[config.mk]
export PLATFORM = sky130hd
export DESIGN_NAME = par_port_regs
export DESIGN_NICKNAME = d
export VERILOG_FILES = /design/src/rtl/pp_pkg.sv /design/src/rtl/pp_decode.sv /design/src/rtl/pp_port.sv /design/src/rtl/par_port_regs.sv
export SDC_FILE = /design/constraint.sdc
export NUM_CORES = 1
export LEC_CHECK = 0
export ABC_AREA = 0
export CORE_MARGIN = 5
export CORE_UTILIZATION = 46
export CTS_CLUSTER_DIAMETER = 50
export CTS_CLUSTER_SIZE = 8
export DETAILED_ROUTE_END_ITERATION = 7
export GPL_TIMING_DRIVEN = 0
export PLACE_DENSITY_LB_ADDON = 0.1
export SLEW_MARGIN = 20
export SYNTH_ARGS = -nofsm -noshare
export SYNTH_HDL_FRONTEND = slang
export SYNTH_HIERARCHICAL = 1
export SYNTH_SLANG_ARGS = --single-unit
[constraint.sdc]
create_clock -name clk -period 2 [get_ports clk]
set_input_delay 0.4 -clock clk [delete_from_list [all_inputs] [get_ports clk]]
set_output_delay 0.4 -clock clk [all_outputs]
set_load 0.01 [all_outputs]
[src/rtl/pp_pkg.sv]
package pp_pkg;
  localparam int CTRL_W   = 8;
  localparam int CTRL_RW  = 6;
  localparam int ACC_BIT  = 2;
  localparam int NPORT    = 2;

  typedef enum logic [1:0] {
    LOC_SLOT_A = 2'b00,
    LOC_CTRL_A = 2'b01,
    LOC_SLOT_B = 2'b10,
    LOC_CTRL_B = 2'b11
  } loc_e;
endpackage

[src/rtl/pp_decode.sv]
module pp_decode
  import pp_pkg::*;
(
  input  logic             bus_en,
  input  logic             bus_rw,
  input  logic             sel_a,
  input  logic             sel_b,
  input  logic             sel_n,
  input  logic [1:0]       reg_sel,
  output logic             rd_any,
  output logic [NPORT-1:0] wr_slot,
  output logic [NPORT-1:0] wr_ctrl,
  output logic [NPORT-1:0] rd_slot
);
  logic chosen;
  logic live;

  assign chosen = sel_a & sel_b & ~sel_n;
  assign live   = bus_en & chosen;
  assign rd_any = live & bus_rw;

  for (genvar p = 0; p < NPORT; p++) begin : g_port
    logic hit;
    assign hit        = live & (reg_sel[1] == p[0]);
    assign wr_slot[p] = hit & ~bus_rw & ~reg_sel[0];
    assign wr_ctrl[p] = hit & ~bus_rw &  reg_sel[0];
    assign rd_slot[p] = hit &  bus_rw & ~reg_sel[0];
  end
endmodule

[src/rtl/pp_port.sv]
module pp_port
  import pp_pkg::*;
#(
  parameter int DW         = 8,
  parameter bit LATCH_READ = 1'b0
) (
  input  logic              clk,
  input  logic              rst,
  input  logic              wr_slot,
  input  logic              wr_ctrl,
  input  logic              rd_slot,
  input  logic [DW-1:0]     wdata,
  input  logic [DW-1:0]     pin_i,
  input  logic [1:0]        flags_i,
  output logic [DW-1:0]     out_q,
  output logic [DW-1:0]     ddr_q,
  output logic [CTRL_RW-1:0] ctrl_q,
  output logic [DW-1:0]     slot_rd,
  output logic [CTRL_W-1:0] ctrl_rd,
  output logic              rd_pulse
);
  logic          acc;
  logic [DW-1:0] port_view;

  assign acc = ctrl_q[ACC_BIT];

  always_ff @(posedge clk) begin
    if (rst) begin
      out_q    <= '0;
      ddr_q    <= '0;
      ctrl_q   <= '0;
      rd_pulse <= 1'b0;
    end else begin
      if (wr_slot && acc)  out_q  <= wdata;
      if (wr_slot && !acc) ddr_q  <= wdata;
      if (wr_ctrl)         ctrl_q <= wdata[CTRL_RW-1:0];
      rd_pulse <= rd_slot & acc;
    end
  end

  if (LATCH_READ) begin : g_latch_view
    assign port_view = (out_q & ddr_q) | (pin_i & ~ddr_q);
  end else begin : g_pin_view
    assign port_view = pin_i;
  end

  assign slot_rd = acc ? port_view : ddr_q;
  assign ctrl_rd = {flags_i, ctrl_q};

  assert_ddr_hold_R5: assert property (@(posedge clk) disable iff (rst)
    (!wr_slot || acc) |=> $stable(ddr_q));
  assert_out_hold_R5: assert property (@(posedge clk) disable iff (rst)
    (!wr_slot || !acc) |=> $stable(out_q));
  assert_reset_clear_R10: assert property (@(posedge clk) disable iff (rst)
    $past(rst) |-> (out_q == '0 && ddr_q == '0 && ctrl_q == '0 && !rd_pulse));
endmodule

[src/rtl/par_port_regs.sv]
module par_port_regs
  import pp_pkg::*;
#(
  parameter int DW = 8
) (
  input  logic               clk,
  input  logic               rst,
  input  logic               bus_en,
  input  logic               bus_rw,
  input  logic               sel_a,
  input  logic               sel_b,
  input  logic               sel_n,
  input  logic [1:0]         reg_sel,
  input  logic [DW-1:0]      bus_wdata,
  output logic [DW-1:0]      bus_rdata,
  output logic               bus_rdata_oe,
  input  logic [DW-1:0]      a_pin_i,
  output logic [DW-1:0]      a_pin_o,
  output logic [DW-1:0]      a_pin_oe,
  input  logic [DW-1:0]      b_pin_i,
  output logic [DW-1:0]      b_pin_o,
  output logic [DW-1:0]      b_pin_oe,
  input  logic [1:0]         a_flags,
  input  logic [1:0]         b_flags,
  output logic [CTRL_RW-1:0] a_ctrl,
  output logic [CTRL_RW-1:0] b_ctrl,
  output logic               a_rd_strobe,
  output logic               b_rd_strobe
);
  logic             rd_any;
  logic [NPORT-1:0] wr_slot, wr_ctrl, rd_slot, pulse;

  logic [DW-1:0]      pin_i   [NPORT];
  logic [1:0]         flags   [NPORT];
  logic [DW-1:0]      out_q   [NPORT];
  logic [DW-1:0]      ddr_q   [NPORT];
  logic [CTRL_RW-1:0] ctrl_q  [NPORT];
  logic [DW-1:0]      slot_rd [NPORT];
  logic [CTRL_W-1:0]  ctrl_rd [NPORT];
  logic [DW-1:0]      rdata_d;

  pp_decode u_dec (
    .bus_en  (bus_en),
    .bus_rw  (bus_rw),
    .sel_a   (sel_a),
    .sel_b   (sel_b),
    .sel_n   (sel_n),
    .reg_sel (reg_sel),
    .rd_any  (rd_any),
    .wr_slot (wr_slot),
    .wr_ctrl (wr_ctrl),
    .rd_slot (rd_slot)
  );

  assign pin_i[0] = a_pin_i;
  assign pin_i[1] = b_pin_i;
  assign flags[0] = a_flags;
  assign flags[1] = b_flags;

  for (genvar p = 0; p < NPORT; p++) begin : g_port
    pp_port #(.DW(DW), .LATCH_READ(p == 1)) u_port (
      .clk      (clk),
      .rst      (rst),
      .wr_slot  (wr_slot[p]),
      .wr_ctrl  (wr_ctrl[p]),
      .rd_slot  (rd_slot[p]),
      .wdata    (bus_wdata),
      .pin_i    (pin_i[p]),
      .flags_i  (flags[p]),
      .out_q    (out_q[p]),
      .ddr_q    (ddr_q[p]),
      .ctrl_q   (ctrl_q[p]),
      .slot_rd  (slot_rd[p]),
      .ctrl_rd  (ctrl_rd[p]),
      .rd_pulse (pulse[p])
    );
  end

  assign a_pin_o     = out_q[0];
  assign a_pin_oe    = ddr_q[0];
  assign b_pin_o     = out_q[1];
  assign b_pin_oe    = ddr_q[1];
  assign a_ctrl      = ctrl_q[0];
  assign b_ctrl      = ctrl_q[1];
  assign a_rd_strobe = pulse[0];
  assign b_rd_strobe = pulse[1];

  always_comb begin
    if (reg_sel[0]) rdata_d = DW'(ctrl_rd[reg_sel[1]]);
    else            rdata_d = slot_rd[reg_sel[1]];
  end

  always_ff @(posedge clk) begin
    if (rst) begin
      bus_rdata    <= '0;
      bus_rdata_oe <= 1'b0;
    end else begin
      bus_rdata    <= rd_any ? rdata_d : '0;
      bus_rdata_oe <= rd_any;
    end
  end

  assert_deselect_quiet_R1: assert property (@(posedge clk) disable iff (rst)
    !(sel_a && sel_b && !sel_n) |=> !bus_rdata_oe);
  assert_idle_zero_R3: assert property (@(posedge clk) disable iff (rst)
    !bus_rdata_oe |-> bus_rdata == '0);
  assert_flag_read_R9: assert property (@(posedge clk) disable iff (rst)
    (bus_en && bus_rw && sel_a && sel_b && !sel_n && reg_sel == LOC_CTRL_A)
      |=> bus_rdata[7:6] == $past(a_flags));
  assert_strobe_single_R11: assert property (@(posedge clk) disable iff (rst)
    $onehot0({a_rd_strobe, b_rd_strobe}));
  assert_strobe_with_data_R11: assert property (@(posedge clk) disable iff (rst)
    (a_rd_strobe || b_rd_strobe) |-> bus_rdata_oe);
  assert_strobe_once_R11: assert property (@(posedge clk) disable iff (rst)
    a_rd_strobe |=> !a_rd_strobe || $past(bus_en));
endmodule

; Yosys cells after proc, flatten, opt, wreduce, memory -nomap -nowiden
; Cells that the tools add are included.
[word_totals]
ramBits = 0
inputBits = 37
ff_bits = 55
romBits = 0
out_inout_bits = 55
n_memories = 0
wordCells = 55
latchBits = 0
[op_classes]
n_lt_le_gt_ge = 1
bitwise_logic = 28
muxes = 9
eq_ne = 0
multipliers = 0
reduce_logical = 7
add_sub_neg = 0
div_mod_pow = 0
shift = 0
[ops]
columns = op, count
row1 = 8-bit two-way mux, 9
row2 = 1-bit bitwise AND, 18
row3 = 8-bit bitwise AND, 2
row4 = 8-bit inverter, 1
row5 = 8-bit OR, 1
row6 = 1-bit inverter, 5
row7 = 1-bit logical AND, 4
row8 = 2-bit >= comparator (second input constant), 1
row9 = 1-bit logical NOT, 2
row10 = 1-bit inverter with 2-bit output, 1
row11 = 2-bit OR reduction, 1

; Depth between registers and ports, before layout
[logic_depth]
word_depth = 8
depth_mapped = 5
mapped_depth_nobuf = 4

; Modules after synthesis
; Netlist, hierarchy kept.
[by_module_without_submodules]
columns = module, cells_per_inst, n_inst, area_per_inst_um2, seq_area_each_um2
row1 = pp_port (g_port[0].u_port), 104, 1, 1122.3, 460.4
row2 = pp_port (g_port[1].u_port), 121, 1, 1107.3, 460.4
row3 = par_port_regs, 39, 1, 449.2, 180.2
row4 = pp_decode, 10, 1, 82.6, 0.0

; Worst setup path after synthesis
; No wires, ideal clock.
[synth_timing]
kind = in2reg
start = input sel_n
end = register g_port[1].u_port.ddr_q[0]
arrival_ns = 1.580
n_path_buf = 1
required_time_ns = 1.928
setup_time_ns = 0.072
path_stages = 5
slack_ns = 0.348
path_cell_list = nand4b_4 nor4b_1 nor2b_1 buf_2 mux2i_1
[synth_between]
elab_chain_len = 7
[synth_rtl]
columns = item, line
row1 = from (decl), par_port_regs.sv:12  ; input logic sel_n,
row2 = 1-bit inverter, pp_decode.sv:18  ; assign chosen = sel_a & sel_b & ~sel_n;
row3 = 1-bit bitwise AND, pp_decode.sv:18
row4 = 1-bit bitwise AND, pp_decode.sv:19  ; assign live = bus_en & chosen;
row5 = 1-bit bitwise AND, pp_decode.sv:24  ; assign hit = live & (reg_sel[1] == p[0]);
row6 = 1-bit bitwise AND (2 in a row), pp_decode.sv:25  ; assign wr_slot[p] = hit & ~bus_rw & ~reg_sel[0];
row7 = net wr_slot[1], par_port_regs.sv:31  ; logic [NPORT-1:0] wr_slot, wr_ctrl, rd_slot, pulse;
row8 = 1-bit logical AND, pp_port.sv:35  ; if (wr_slot && !acc) ddr_q <= wdata;
row9 = to (signal assigned), pp_port.sv:35
row10 = to (decl), pp_port.sv:16  ; output logic [DW-1:0] ddr_q,
; The timed path passes the listed nets, and every way through them passes these cells.
; A chain may end at the register's enable or synchronous reset.

; Worst setup path after layout
[layout_timing]
start = input reg_sel[0]
end = register g_port[0].u_port.ddr_q[3]
[layout_between]
elab_chain_len = 3
[layout_rtl]
columns = item, line
row1 = from (decl), par_port_regs.sv:13  ; input logic [1:0] reg_sel,
row2 = 1-bit inverter, pp_decode.sv:25
row3 = 1-bit bitwise AND, pp_decode.sv:25
row4 = net wr_slot[0], par_port_regs.sv:31
row5 = 1-bit logical AND, pp_port.sv:35
row6 = to (signal assigned), pp_port.sv:35
row7 = to (decl), pp_port.sv:16
; The timed path passes the listed nets, and every way through them passes these cells.

==> impl_metrics.csv <==
group,metric,value,unit
cts,cts_tree,"yes",
route,num_vias,2238,
sta,finalCriticalPeriod,1.80,ns
global_routing,grtUsageMet3,4.64,%
cts,htree_levels,2,
cells_and_area,layout-drive-gt1-share,14.1,%
cells_and_area,mostFrequentLayoutCells,"87 x clkdlybuf4s50_1, 60 x mux2i_1, 55 x dfxtp_1",
cts,cts_setup_buffers,0,
route,drc,0,
global_routing,grt_pass1_vias,2259,
global_routing,overflow,0,
global_routing,antenna_found_initial,0,
global_routing,grt_pass1_wl,11200,um
sta,drv_slew,0,
global_routing,grt_max_degree,16,
cells_and_area,seqCellArea,1100,sq um
sta,relSlewSlack,70.4,%
status,status,"finished, final reports clean",
setup_path,ff2ff_path_depth,4,
sta,rsz0062_at_grt,"false",
route,routed_wl,6930,um
floorplanning,die_area,7650,sq um
route,vias_per_cell,5.04,
setup_path,rrSetupSlack,0.55,ns
cells_and_area,post-route-util,65.1,%
global_routing,use_met2,31.6,%
cts,clockBufferDepth,2,
logic_synthesis,synth_area,2760,sq um
cells_and_area,final_cell_count_no_fill,444,
floorplanning,initial_core_util,46.9,%
min_path,hold_class,"input port to flip-flop",
cts,cts_made_buffers,5,
logic_synthesis,syn_nets,311,
global_routing,grt_usage,18.9,%
cells_and_area,diodes,0,
cells_and_area,multi_input_area,1410,sq um
cells_and_area,nets,405,
logic_synthesis,syn_avg_cell_area,10.1,sq um
global_routing,use_met1,24.7,%
sta,skew,0.00655,ns
cts,cts_root_buffer,"clkbuf_8",
route,ant_nets,0,
cts,cts.repair.resized,2,
sta,fmax,0.555,GHz
setup_path,worstPathArrival,2.03,ns
sta,worst_pin_slew,0.440,ns
sta,fin_crit_sh,90.1,%
cells_and_area,fin_area,3830,sq um
place,placed_cells,436,
logic_synthesis,synthCells,274,
sta,hold_viol,0,
cells_and_area,fillCellCount,533,
setup_path,crit_path_start_kind,"input port",
logic_synthesis,ys_seq_elements,55,
cts,clock_sinks,55,
cts,ctsHoldBuffers,0,
setup_path,crit_type,"input port to flip-flop",
cells_and_area,syn2layout_area_growth,38.6,%
logic_synthesis,async_reset_ff_share,0,%
pwr,finalPower,0.00188,W
route,drt_iter0_markers,85,
cts,clock_latency,0.30,ns
floorplanning,row_count,28,
setup_path,worstPathMaxFanout,7,
setup_path,crit_path_end_kind,"flip-flop",
logic_synthesis,synth_edf_count,0,
place,dpl.hpwl,5500,um
cells_and_area,layout_commonest_cell,"clkdlybuf4s50_1",
flow_run,maxCapViolCount,0,
floorplanning,die_x,87.5,um
sta,finalSetupViolCount,0,
logic_synthesis,synth_cell_type_count,27,
logic_synthesis,seq_area_frac_synth,39.9,%
cts,clkTransAtPathRegs,0.10,ns
floorplanning,core,5890,sq um
floorplanning,fp.dieH,87.5,um
place,port_buffers,87,
route,wl_per_cell,15.6,um
pwr,peakVddDrop,0.000348,V
place,place.gp.congestion,0.825,
route,firstDrtPassIters,4,
global_routing,top_usage_layer,"met2",
pwr,power_density,492,nW/um^2
logic_synthesis,synth_ff_type,"dfxtp_1",
pwr,leakage,1.49,nW
floorplanning,io_pins,92,
min_path,hold_depth,3,
logic_synthesis,synth_warnings,6,
setup_path,cp.required,2.23,ns
place,post_dp_cell_area,3730,sq um
routing by layer:
layer,vias to the layer above,wire (um)
met4,0,44
li1,1096,-
met1,1071,3120
met5,-,0
met3,5,456
met2,66,3300
flip-flops by register name, indices dropped and copies added (netlist names):
| name | count |
|---|---|
| bus_rdata | 8 |
| bus_rdata_oe | 1 |
| g_port.u_port/ddr_q | 16 |
| g_port.u_port/ctrl_q | 12 |
| g_port.u_port/rd_pulse | 2 |
| g_port.u_port/out_q | 16 |
synth_stat cells (2+ instances only):
| library cell | count | share of area [%] |
|---|---|---|
| mux2_4 | 8 | 4.3 |
| nor2b_1 | 2 | 0.45 |
| a21oi_1 | 8 | 1.4 |
| nand2_2 | 2 | 0.45 |
| buf_2 | 5 | 0.91 |
| nor2_1 | 15 | 2.0 |
| clkbuf_1 | 5 | 0.68 |
| buf_4 | 19 | 5.2 |
| a31oi_1 | 8 | 1.8 |
| nand2b_1 | 49 | 11 |
| nand2_1 | 3 | 0.41 |
| nor4b_1 | 2 | 0.63 |
| mux2i_1 | 60 | 22 |
| inv_1 | 9 | 1.2 |
| o22ai_1 | 7 | 1.6 |
| and2_1 | 2 | 0.45 |
| nor4_1 | 2 | 0.45 |
| dfxtp_1 | 55 | 40 |
| buf_6 | 5 | 2.0 |
power breakdown:
group          switching, W  internal, W  total, W
combinational     0.0000759     0.000109  0.000185
sequential       0.00000224      0.00110   0.00110
clock              0.000351     0.000247  0.000599
total              0.000430      0.00145   0.00188
per-stage QoR:
step | TNS [ns] | hold slack [ns] | setup WS (ns)
finish | 0 | 0.437 | 0.197
global route | 0 | 0.445 | 0.0876
CTS | 0 | 0.437 | 0.154
detailed placement | -8.55 | 0.472 | -0.395
global placement | -7.38 | 0.462 | -0.346
floorplan | 0 | 0.472 | 0.348
worst paths after layout:
path	start	end
setup / recovery	reg_sel[0]	g_port[0].u_port/ddr_q[3]
hold / removal	b_flags[0]	bus_rdata[6]
setup reg to reg	g_port[0].u_port/ctrl_q[2]	bus_rdata[7]
hold reg to reg	g_port[0].u_port/out_q[0]	g_port[0].u_port/out_q[0]
worst max-delay path, cell delays in order:
cell	delay, ns
clkdlybuf4s50_1	0.56
nor4_2	0.52
nor2b_2	0.23
buf_6	0.14
mux2i_1	0.18
area by class of cell:
| class | instances | area share, % |
|---|---|---|
| clock inverters | 1 | 0.131 |
| plain buffers | 34 | 6.34 |
| inverters | 9 | 0.882 |
| clock buffers | 7 | 1.99 |
| flip-flops and latches | 55 | 28.8 |
| repair buffers | 87 | 22.7 |
| well taps | 75 | 2.45 |
| multi-input cells | 176 | 36.7 |
kinds of logic after synthesis:
logic type	share of synthesized area, %
AND/OR/NAND/NOR	18.7
flip-flops	39.9
buffers and inverters	10.0
AO/OA/AOI/OAI	5.30
multiplexers	26.1
Power figures use the tool's default switching activity.
